`config.mk`:
```
export PLATFORM = sky130hd
export DESIGN_NAME = cycle_timeout_monitor
export DESIGN_NICKNAME = d
export VERILOG_FILES = /design/src/rtl/cto_pkg.sv /design/src/rtl/cto_us_prescaler.sv /design/src/rtl/cto_period_cfg.sv /design/src/rtl/cycle_timeout_monitor.sv
export SDC_FILE = /design/constraint.sdc
export NUM_CORES = 1
export LEC_CHECK = 0
export BUFFER_PORTS_ARGS = -buffer_cell sky130_fd_sc_hd__buf_2
export CELL_PAD_IN_SITES_DETAIL_PLACEMENT = 1
export CELL_PAD_IN_SITES_GLOBAL_PLACEMENT = 1
export CORE_MARGIN = 2
export CORE_UTILIZATION = 43
export CTS_CLUSTER_DIAMETER = 150
export CTS_CLUSTER_SIZE = 28
export DETAILED_ROUTE_END_ITERATION = 10
export PLACE_DENSITY = 0.83
export RECOVER_POWER = 100
export SYNTH_ARGS = -nofsm -noshare
export SYNTH_HDL_FRONTEND = slang
export SYNTH_HIERARCHICAL = 1
export SYNTH_SLANG_ARGS = --single-unit
```
`constraint.sdc`:
```
create_clock -name clk -period 1.9 [get_ports clk]
set_clock_uncertainty 0.05 [all_clocks]
set_input_delay 0.095 -clock clk [delete_from_list [all_inputs] [get_ports clk]]
set_output_delay 0.095 -clock clk [all_outputs]
set_load 0.02 [all_outputs]
```
`src/rtl/cto_pkg.sv`:
```
package cto_pkg;
    typedef enum logic [1:0] {
        S_IDLE = 2'd0,
        S_RUN  = 2'd1,
        S_FIRE = 2'd2
    } cto_state_e;

    localparam int unsigned TICKS_C0  = 8;
    localparam int unsigned TICKS_C1  = 64;
    localparam int unsigned TICKS_C2  = 256;
    localparam int unsigned CNT_W     = $clog2(TICKS_C2 + 1);
    localparam logic [1:0]  CODE_OFF  = 2'd3;

    function automatic logic [CNT_W-1:0] ticks_for(input logic [1:0] code);
        unique case (code)
            2'd0:    return CNT_W'(TICKS_C0);
            2'd1:    return CNT_W'(TICKS_C1);
            default: return CNT_W'(TICKS_C2);
        endcase
    endfunction
endpackage

```
`src/rtl/cto_us_prescaler.sv`:
```
module cto_us_prescaler #(
    parameter int unsigned CLK_MHZ = 50
) (
    input  logic clk,
    input  logic rst_n,
    output logic tick_o
);
    generate
        if (CLK_MHZ <= 1) begin : g_direct
            assign tick_o = 1'b1;
        end else begin : g_divide
            localparam int unsigned DIV_W = $clog2(CLK_MHZ);
            localparam logic [DIV_W-1:0] DIV_TOP = DIV_W'(CLK_MHZ - 1);
            logic [DIV_W-1:0] div_q;
            logic             tick_q;

            always_ff @(posedge clk) begin
                if (!rst_n) begin
                    div_q  <= '0;
                    tick_q <= 1'b0;
                end else begin
                    div_q  <= (div_q == DIV_TOP) ? '0 : div_q + 1'b1;
                    tick_q <= (div_q == DIV_TOP);
                end
            end
            assign tick_o = tick_q;

            // ticks are isolated single-clock pulses
            a_r2_tick_isolated: assert property (@(posedge clk) disable iff (!rst_n)
                tick_q |=> !tick_q);
        end
    endgenerate
endmodule

```
`src/rtl/cto_period_cfg.sv`:
```
module cto_period_cfg (
    input  logic       clk,
    input  logic       rst_n,
    input  logic       we_i,
    input  logic [1:0] data_i,
    output logic [1:0] code_o
);
    logic [1:0] code_q;

    always_ff @(posedge clk) begin
        if (!rst_n)    code_q <= 2'd0;
        else if (we_i) code_q <= data_i;
    end
    assign code_o = code_q;

    // the code only moves on a write
    a_r1_code_held: assert property (@(posedge clk) disable iff (!rst_n)
        !we_i |=> $stable(code_q));
endmodule

```
`src/rtl/cycle_timeout_monitor.sv`:
```
module cycle_timeout_monitor #(
    parameter int unsigned CLK_MHZ = 50
) (
    input  logic       clk,
    input  logic       rst_n,
    input  logic       cfg_we,
    input  logic [1:0] cfg_period,
    input  logic       bus_start,
    input  logic       bus_dest_ext,
    input  logic       bus_ack,
    input  logic       bus_err_in,
    output logic       bus_tea
);
    import cto_pkg::*;

    logic             us_tick;
    logic [1:0]       period_code;
    cto_state_e       state_q, state_d;
    logic [CNT_W-1:0] cnt_q, limit_q;
    logic             launch, answered, expire;

    cto_us_prescaler #(.CLK_MHZ(CLK_MHZ)) u_presc (
        .clk(clk), .rst_n(rst_n), .tick_o(us_tick)
    );

    cto_period_cfg u_cfg (
        .clk(clk), .rst_n(rst_n), .we_i(cfg_we),
        .data_i(cfg_period), .code_o(period_code)
    );

    assign launch   = bus_start && !bus_dest_ext && (period_code != CODE_OFF);
    assign answered = bus_ack || bus_err_in;
    assign expire   = us_tick && (cnt_q == limit_q - 1'b1);

    // next-state logic
    always_comb begin
        state_d = state_q;
        unique case (state_q)
            S_IDLE: if (launch) state_d = S_RUN;
            S_RUN: begin
                if (answered)    state_d = S_IDLE;
                else if (expire) state_d = S_FIRE;
            end
            S_FIRE:  state_d = S_IDLE;
            default: state_d = S_IDLE;
        endcase
    end

    // state register
    always_ff @(posedge clk) begin
        if (!rst_n) state_q <= S_IDLE;
        else        state_q <= state_d;
    end

    // per-cycle tick counter and latched period
    always_ff @(posedge clk) begin
        if (!rst_n) begin
            cnt_q   <= '0;
            limit_q <= ticks_for(2'd0);
        end else if (state_q == S_IDLE && launch) begin
            cnt_q   <= '0;
            limit_q <= ticks_for(period_code);
        end else if (state_q == S_RUN && us_tick && !answered) begin
            cnt_q   <= cnt_q + 1'b1;
        end
    end

    // outputs
    always_comb begin
        bus_tea = (state_q == S_FIRE);
    end

    // one-clock pulse
    a_r9_single_pulse: assert property (@(posedge clk) disable iff (!rst_n)
        bus_tea |=> !bus_tea);
    // any acknowledge ends the timing quietly
    a_r7_ack_quiet: assert property (@(posedge clk) disable iff (!rst_n)
        (state_q == S_RUN && answered) |=> (state_q == S_IDLE && !bus_tea));
    // backplane cycles are not timed
    a_r6_ext_exempt: assert property (@(posedge clk) disable iff (!rst_n)
        (state_q == S_IDLE && bus_start && bus_dest_ext) |=> state_q == S_IDLE);
    // off code never arms
    a_r5_off_idle: assert property (@(posedge clk) disable iff (!rst_n)
        (state_q == S_IDLE && period_code == CODE_OFF) |=> state_q == S_IDLE);
    // latched period stays fixed while timing
    a_r10_limit_kept: assert property (@(posedge clk) disable iff (!rst_n)
        (state_q == S_RUN) |=> $stable(limit_q));
    // no restart while running
    a_r11_no_restart: assert property (@(posedge clk) disable iff (!rst_n)
        (state_q == S_RUN && bus_start && !answered) |=>
            (state_q != S_RUN || cnt_q >= $past(cnt_q)));
    // count stays below the latched period
    a_r2_cnt_bound: assert property (@(posedge clk) disable iff (!rst_n)
        (state_q == S_RUN) |-> (cnt_q < limit_q));
endmodule

```
==> qor.yml, run 1 <==
drt_first_pass_iters: 4
drcViolationCount: 0
cp.required_ns: 2.06
async_flop_share: 0
cpMaxStageDelayCell: "dfxtp_1"
io_pins: 10
rsz0062_at_grt: "false"
gp_congestion: 0.755
grt_first_pass_wirelength_mm: 3.68
p_leak_nw: 0.452
cts_made_buffers: 3
numPlacedInstances: 156
cts.path.max_buffers: 2
timing.reg2reg.setup_slack_ns: 0.30
area_growth_pct: 11.7
root_buffer: "clkbuf_4"
cts_tree: "built"
ant_nets: 0
crit_family: "flip-flops"
synth_fp_nets: 131
run_status: "complete, no violations"
grtUsageTotal: 0.181
p_per_area_nw_per_um2: 667
wl_mm: 2.20
cts_sinks: 23
vias: 851
path_clk_slew_ns: 0.12
avgSynthCellArea_um2: 9.08
port_buffers: 9
vias_per_cell: 5.25
row_count: 18
nNetsFinal: 146
dp_hpwl_mm: 1.75
grt_max_degree: 13
cts_resized: 0
die_height_um: 53.9
stdcell_count: 162
yosysSeqAreaShare: 0.430
synth_top_flop_cell: "dfxtp_1"
slew_violations: 0
diodes: 0
gr-total-overflow: 0
antenna_found_initial: 0
finalHoldViolations: 0
htreeDepth: 1
slew_headroom: 0.684
finalCritPeriodShare: 0.841
min_path_type: "primary input to flop"
dieArea_um2: 2910
critPathArrivalTime_ns: 1.76
drt_iter0_markers: 6
chipWidth_um: 53.9
vdd_ir_drop_max_uv: 511
crit_buf_inv: 1
yosysUniqueCellTypes: 34
timing.final.crit_period_ns: 1.60
grt_pass1_vias: 833
design.core.area_um2: 2410
netlist_top_cells_area: "dfxtp_1, xnor2_1, ha_1"
synth_most_common_cell: "dfxtp_1"
fmax_ghz: 0.626
cpPeakStageDelay_ns: 0.39
crit_chain: "inv_1, ha_1, xor2_1, nand4_1, nor3_1, o22ai_1"
synthesis.area_um2: 1070
drive_gt1_frac: 0.129
synth_top_area_frac: 0.430
totalNegativeSetupSlack_ns: 0
ys_seq_elements: 23
worstMarginPinSlew_ns: 0.470
synth_edf_count: 0
routedWlPerCell_um: 13.6
start_util: 0.444
finalSetupViolCount: 0
crit_fanout: 3
critPathLaunchType: "flop"
synth_top_cell_by_area: "dfxtp_1"
worstSetupPathType: "flop to flop"
yosys_warnings: 6
insertion_delay_ns: 0.31
endpoint_kind: "flop"
synthTopCellsByCount: "dfxtp_1, nor2_1, nand2_1"
syn_inst: 118
cap_violations: 0
## worst paths after layout
path | start | to | cells past startpoint
worst max register to register | limit_q[3]$_SDFFE_PN1P_ | state_q[0]$_SDFFE_PN0P_ | 6
worst min register to register | limit_q[6]$_SDFFE_PN0P_ | limit_q[6]$_SDFFE_PN0P_ | 2
worst min-delay path | cfg_period[0] | u_cfg/code_o[0]$_SDFFE_PN0P_ | 3
worst max-delay path | limit_q[3]$_SDFFE_PN1P_ | state_q[0]$_SDFFE_PN0P_ | 6
## registers in the layout (all words and copies together), names as in the netlist
name,count
cnt_q,9
limit_q,3
state_q,2
u_cfg/code_o,2
u_presc/g_divide.div_q,6
u_presc/tick_o,1
## cells by family (layout without fill, tap and decap cells)
group           after synthesis  in the layout  share of synthesized area
simple gates                 53             53                      0.282
flops                        23             23                      0.430
compound gates               12             12                     0.0748
xor+xnor                     11             11                     0.0900
buf+inv                      11             25                     0.0397
fa+ha+maj                     4              4                     0.0467
mux                           4              4                     0.0374
## metrics by stage
stage | worst slack [ns] | hold slack (ns) | util | area (um^2) | power [mW]
floorplan | 0.460 | 0.123 | - | 1070 | 0.552
global placement | 0.432 | 0.314 | 0.480 | 1160 | 0.574
detailed placement | 0.326 | 0.319 | 0.480 | 1160 | 0.579
CTS | 0.291 | 0.0218 | 0.499 | 1200 | 0.808
global route | 0.163 | 0.0437 | 0.496 | 1200 | 0.844
finish | 0.303 | 0.0119 | 0.496 | 1200 | 0.798
## worst register-to-register path: cells and delay by family, from the launching register on
kind            cells  cell delay [ns]
flops               1             0.39
simple gates        2             0.39
xor+xnor            1             0.17
compound gates      1             0.10
buf+inv             1             0.08
fa+ha+maj           1             0.30
## cell usage in the layout (no fill, tap or decap), drive strengths merged, types with 5 or more instances in the layout
cell type | netlist | layout
buf | 1 | 8
dfxtp | 23 | 23
inv | 8 | 8
nand2 | 10 | 10
xnor2 | 7 | 7
clkbuf | 2 | 7
nor2 | 13 | 13
nand4 | 5 | 5
## routing by layer
layer / global-route usage / vias to the layer above / share of wire
li1: - / 433 / -
met1: 0.238 / 404 / 0.45
met2: 0.289 / 9 / 0.50
met3: 0.0333 / 5 / 0.026
met4: 0.0769 / 0 / 0.019
met5: 0 / - / 0
## report_power, final
part | internal (mW) | total [mW] | switching [mW]
clock network | 0.0821 | 0.229 | 0.147
logic | 0.0297 | 0.0635 | 0.0338
registers | 0.494 | 0.505 | 0.0113
total | 0.606 | 0.798 | 0.192
## area by class of cell
cell class | instances | area, um^2
Fill cell | 287 | 1210
Multi-Input combinational cell | 84 | 568
Sequential cell | 23 | 460
Timing Repair Buffer | 13 | 73.8
Tap cell | 30 | 37.5
Inverter | 8 | 30.0
Clock buffer | 4 | 26.3
## what timing repair did
item / CTS / global route
setup buffers: 0 / 0
hold buffers: 2 / 0
endpoints found under the hold margin: 2 / 0
Power figures use the tool's default switching activity.
==> run 2: changes to the inputs <==
==> constraint.sdc (replaced) <==
create_clock -name clk -period 1.62 [get_ports clk]
set_clock_uncertainty 0.05 [all_clocks]
set_input_delay 0.081 -clock clk [delete_from_list [all_inputs] [get_ports clk]]
set_output_delay 0.081 -clock clk [all_outputs]
set_load 0.02 [all_outputs]
==> run 2 against run 1 <==
Clock power grew 17%. Non-clock buffer count is the same. Sequential share of layout area shrank 0.53 points. Fmax grew 0.42%. Flip-flop and latch count is the same. Global-route usage grew 0.55 points. Critical path depth is the same. Routed wire length grew 16%. Hold slack lost 0.0049 ns.
==> qor.yml, run 2 (synthesis gave the netlist of run 1 again) <==
grtUsageTotal: 0.186  # +0.00545
area_growth_pct: 13.6
finalCritPeriodShare: 0.982  # +0.141
grtUsageMet1: 0.232  # -0.00605
design.core.area_um2: 2410  # unchanged
htreeDepth: 1  # unchanged
grt_max_degree: 14  # +1
p_seq_frac: 0.631  # -0.002
cp.required_ns: 1.78  # -0.28 ns
fin_total_pwr_uw: 942  # +18%
root_buffer: "clkbuf_4"
postCtsSetupBuffers: 0  # unchanged
final_cell_mix: "dfxtp_1, nor2_1, nand2_1"
timing.final.crit_period_ns: 1.59  # -0.00661 ns
start_util: 0.444  # unchanged
vdd_ir_drop_max_uv: 405  # -21%
reg_top3: "cnt_q: 9 flops, u_presc/g_divide.div_q: 6 flops, limit_q: 3 flops"
clockPowerShare: 0.286  # -0.002
routedWlPerCell_um: 15.8  # +16%
gr-total-overflow: 0  # unchanged
p_comb_frac: 0.083  # +0.003
insertion_delay_ns: 0.31  # about the same
cts_tree: "built"
totalNegativeSetupSlack_ns: 0  # unchanged
critPathArrivalTime_ns: 1.75  # about the same
drt_first_pass_iters: 5  # +1
p_per_area_nw_per_um2: 774  # +16%
slew_violations: 0  # unchanged
gp_congestion: 0.748  # -0.87%
crit_fanout: 3  # unchanged
grtUsageMet2: 0.323  # +0.0346
port_buffers: 9  # unchanged
grt_first_pass_wirelength_mm: 3.84  # +4.1%
largest_reg_flops: 9  # unchanged
io_pins: 10  # unchanged
nNetsFinal: 146  # unchanged
dieArea_um2: 2910  # unchanged
cts.path.max_buffers: 2  # unchanged
intPower_uw: 708  # +17%
grt_pass1_vias: 838  # +0.60%
cts_sinks: 23  # unchanged
chipWidth_um: 53.9  # unchanged
holdWs_ns: 0.00703  # -0.00492 ns
finalSetupViolCount: 0  # unchanged
sw_frac_of_total: 0.249  # +0.00767
stdcell_count: 162  # unchanged
dp_hpwl_mm: 1.76  # +0.84%
worstMarginPinSlew_ns: 0.461  # -0.00905 ns
grt_use_met3: 0.0306  # -0.00278
vias_per_cell: 5.39  # +2.6%
layout_commonest_cell: "dfxtp_1"
drive_gt1_frac: 0.167  # +0.0379
vias: 873  # +2.6%
critPathLaunchType: "flop"
fmax_ghz: 0.629  # +0.42%
diodes: 0  # unchanged
numPlacedInstances: 156  # unchanged
worstSetupPathType: "flop to flop"
drt_iter0_markers: 9  # +3
p_leak_nw: 0.457  # +1.1%
ant_nets: 0  # unchanged
slew_headroom: 0.690  # +0.00607
min_path_type: "primary input to flop"
cts_made_buffers: 3  # unchanged
finalHoldViolations: 0  # unchanged
setup_slack_ns: 0.0293  # -0.273 ns
run_status: "complete, no violations"
path_clk_slew_ns: 0.13  # about the same
top_usage_layer: "met2"
wl_mm: 2.56  # +16%
place_ws_ns: 0.0590  # -0.267 ns
largest-register: "cnt_q"
row_count: 18  # unchanged
die_height_um: 53.9  # unchanged
endpoint_kind: "flop"
drcViolationCount: 0  # unchanged
antenna_found_initial: 0  # unchanged
p_switching_uw: 234  # +22%
cap_violations: 0  # unchanged
## run 2: repair_timing
| item | in CTS | in global routing |
|---|---|---|
| hold buffers | 2 | 0 |
| setup endpoints to repair | 0 | 13 |
| gates resized for setup | 0 | 5 |
| endpoints found under the hold margin | 2 | 0 |
## run 2: power by group through the flow
stage | clock, mW | sequential [mW] | combinational (mW)
global placement | 0 | 0.604 | 0.0694
finish | 0.269 | 0.594 | 0.0782
floorplan | 0 | 0.602 | 0.0451
detailed placement | 0 | 0.606 | 0.0729
global route | 0.303 | 0.597 | 0.0874
CTS | 0.281 | 0.594 | 0.0769
## run 2: critical path, stage by stage (launching register included)
cell and delay, ns:
dfxtp_2 0.37, inv_1 0.06, ha_1 0.30, xor2_1 0.18
nand4_1 0.20, nor3_2 0.23, o22ai_1 0.09
## run 2: layer usage
metal,vias to the layer above,part of all wire,wire length [um]
met5,-,0,0
met4,0,0.0063,16
met3,2,0.025,63
met2,13,0.54,1380
met1,424,0.43,1100
li1,434,-,-
## run 2: metrics by stage
step,instance area (um^2),utilization
after floorplan,1070,-
after global placement,1160,0.480
after detailed placement,1160,0.480
after CTS,1200,0.499
after global routing,1220,0.505
final,1220,0.505
## run 2: layout make-up
class | instances | area (um^2)
clock buffers | 3 | 22.5
repair buffers | 13 | 73.8
fillers | 284 | 1190
multi-input cells | 84 | 586
clock inverters | 1 | 5.00
well taps | 30 | 37.5
inverters | 8 | 30.0
flip-flops and latches | 23 | 462
## run 2: path summary, 6_finish.rpt
check / endpoint / slack, ns / cells past startpoint / startpoint
worst min register to register: cnt_q[1]$_SDFFE_PP0P_ / 0.44 / 2 / cnt_q[1]$_SDFFE_PP0P_
worst max register to register: state_q[0]$_SDFFE_PN0P_ / 0.03 / 6 / limit_q[3]$_SDFFE_PN1P_
worst max-delay path: state_q[0]$_SDFFE_PN0P_ / 0.03 / 6 / limit_q[3]$_SDFFE_PN1P_
worst min-delay path: u_cfg/code_o[1]$_SDFFE_PN0P_ / 0.007 / 3 / cfg_period[1]
==> run 3: changes to the inputs <==
--- a/config.mk
+++ b/config.mk
@@ -8,7 +8,7 @@
 export BUFFER_PORTS_ARGS = -buffer_cell sky130_fd_sc_hd__buf_2
 export CELL_PAD_IN_SITES_DETAIL_PLACEMENT = 1
 export CELL_PAD_IN_SITES_GLOBAL_PLACEMENT = 1
-export CORE_MARGIN = 2
+export CORE_MARGIN = 3
 export CORE_UTILIZATION = 43
 export CTS_CLUSTER_DIAMETER = 150
 export CTS_CLUSTER_SIZE = 28
==> run 3 against run 2 <==
Via count decreased by 0.69%. Utilization increased by 2.2 points. Critical path type unchanged. Hold slack improved by 0.019 ns. Clock power decreased by 3%. Fmax increased by 1.2%. Cell area decreased by 0.51%. Routed wire length decreased by 11%. Register-to-register slack improved by 0.02 ns. Critical path depth decreased by 2.
==> qor.yml, run 3 (synthesis gave the netlist of run 1 again) <==
setup_slack_ns: 0.0489  # +0.0196 ns
crit_buf_inv: 0  # -1
finalCritPeriodShare: 0.970  # -0.0121
final_cell_mix: "dfxtp_1, nor2_1, nand2_1"
reg_top3: "cnt_q: 9 flops, u_presc/g_divide.div_q: 6 flops, limit_q: 3 flops"
cpMaxStageDelayCell: "or4b_1"
wl_mm: 2.27  # -11%
worstHoldEndpoint: "u_cfg/code_o[0]$_SDFFE_PN0P_"
grt_pass1_vias: 874  # +4.3%
slew_headroom: 0.696  # +0.00555
path_clk_slew_ns: 0.12  # about the same
stdcell_count: 161  # -0.62%
gr-total-overflow: 0  # unchanged
hp-start: "cfg_we"
regArea_um2: 460  # -0.27%
totalNegativeSetupSlack_ns: 0  # unchanged
finalSetupViolCount: 0  # unchanged
critPathLaunchType: "flop"
cap_violations: 0  # unchanged
ant_nets: 0  # unchanged
dieArea_um2: 3130  # +7.6%
port_buffers: 9  # unchanged
htreeDepth: 1  # unchanged
grt_first_pass_wirelength_mm: 4.04  # +5.2%
min_path_type: "primary input to flop"
chipWidth_um: 55.9  # +3.7%
crit_chain: "or4b_1, nor3_1, xnor2_1, nor2_2"
worstHoldPathCells: 3  # unchanged
multi_input_area_um2: 572  # -2.4%
regToRegEndpoint: "cnt_q[8]$_SDFFE_PP0P_"
antenna_found_initial: 0  # unchanged
endpoint_kind: "flop"
cts_tree: "built"
critPathArrivalTime_ns: 1.74  # about the same
timing.final.crit_period_ns: 1.57  # -0.0196 ns
root_buffer: "clkbuf_4"
timing.reg2reg.setup_slack_ns: 0.05  # +0.02 ns
grt_max_degree: 14  # unchanged
fmax_ghz: 0.636  # +1.2%
vdd_ir_drop_max_uv: 542  # +34%
io_pins: 10  # unchanged
drt_first_pass_iters: 4  # -1
area_growth_pct: 13.0
insertion_delay_ns: 0.31  # about the same
cts.path.max_buffers: 2  # unchanged
crit_family: "simple AND/OR/NAND/NOR gates"
place_ws_ns: 0.0882  # +0.0292 ns
row_count: 17  # -1
cp.required_ns: 1.79  # about the same
grtUsageTotal: 0.163  # -0.0232
layout_commonest_cell: "dfxtp_1"
finalHoldViolations: 0  # unchanged
p_leak_nw: 0.460  # +0.77%
vias: 867  # -0.69%
rsz0062_at_grt: "true"
r2r-start: "state_q[1]$_SDFFE_PN0P_"
start_util: 0.466  # +0.0218
numPlacedInstances: 154  # -1.3%
drcViolationCount: 0  # unchanged
design.core.area_um2: 2300  # -4.7%
worstSetupPathType: "flop to flop"
n_fill_cell: 285  # +0.35%
diodes: 0  # unchanged
crit_fanout: 4  # +1
dp_hpwl_mm: 1.79  # +1.3%
run_status: "complete, no violations"
vias_per_cell: 5.39  # about the same
reg2reg_depth: 4  # -2
drive_gt1_frac: 0.150  # -0.0163
routedWlPerCell_um: 14.1  # -11%
largest-register: "cnt_q"
p_per_area_nw_per_um2: 768  # -0.83%
gp_congestion: 0.765  # +2.3%
nNetsFinal: 147  # +0.68%
worstMarginPinSlew_ns: 0.453  # -0.00826 ns
drt_iter0_markers: 15  # +6
die_height_um: 55.9  # +3.7%
cpPeakStageDelay_ns: 0.59  # +0.22 ns
slew_violations: 0  # unchanged
cts_made_buffers: 3  # unchanged
largest_reg_flops: 9  # unchanged
cts_sinks: 23  # unchanged
fin_total_pwr_uw: 929  # -1.3%
-- run 3: metrics by stage --
step / area, um^2 / util / hold WS, ns
3_3_place_gp: 1150 / 0.502 / 0.299
4_1_cts: 1210 / 0.527 / 0.0179
6_report: 1210 / 0.527 / 0.0256
3_5_place_dp: 1150 / 0.502 / 0.307
2_1_floorplan: 1070 / - / 0.109
5_1_grt: 1210 / 0.527 / 0.0412
-- run 3: layer usage --
metal | up-vias | routed length, um | global-route usage
li1 | 436 | - | -
met1 | 413 | 1010 | 0.198
met2 | 12 | 1150 | 0.275
met3 | 6 | 76 | 0.0580
met4 | 0 | 40 | 0.0407
met5 | - | 0 | 0
-- run 3: area by class of cell --
cell class | count | area share
Clock buffer | 3 | 0.0186
Clock inverter | 1 | 0.00414
Inverter | 8 | 0.0248
Multi-Input combinational cell | 84 | 0.473
Sequential cell | 23 | 0.381
Tap cell | 28 | 0.0290
Timing Repair Buffer | 14 | 0.0703
-- run 3: how the worst max path moves through the flow --
stage               slack (ns)               startpoint  cells past startpoint                      end
finish                    0.05  state_q[1]$_SDFFE_PN0P_                      4    cnt_q[8]$_SDFFE_PP0P_
global route             -0.06  limit_q[3]$_SDFFE_PN1P_                      5  state_q[1]$_SDFFE_PN0P_
CTS                       0.08  state_q[1]$_SDFFE_PN0P_                      4    cnt_q[6]$_SDFFE_PP0P_
detailed placement        0.09  state_q[1]$_SDFFE_PN0P_                      4    cnt_q[6]$_SDFFE_PP0P_
global placement          0.14  state_q[1]$_SDFFE_PN0P_                      4    cnt_q[6]$_SDFFE_PP0P_
floorplan                 0.18  state_q[1]$_SDFFE_PN0P_                      4    cnt_q[8]$_SDFFE_PP0P_
-- run 3: timing repair --
action	in CTS	in global routing
setup endpoints to repair	0	11
hold endpoints to repair	3	0
gates resized for setup	0	2
setup buffers	0	0
hold buffers	3	0
-- run 3: where the power goes --
group	total (mW)	switching [mW]	internal, mW	leakage, nW
clock	0.260	0.168	0.0924	0.0177
sequential	0.592	0.0132	0.579	0.187
combinational	0.0767	0.0398	0.0369	0.256
total	0.929	0.221	0.708	0.460
-- run 3: tightest hold or removal path, cell delays in order --
cell	delay [ns]
buf_2	0.11
mux2i_1	0.07
nor2b_1	0.10
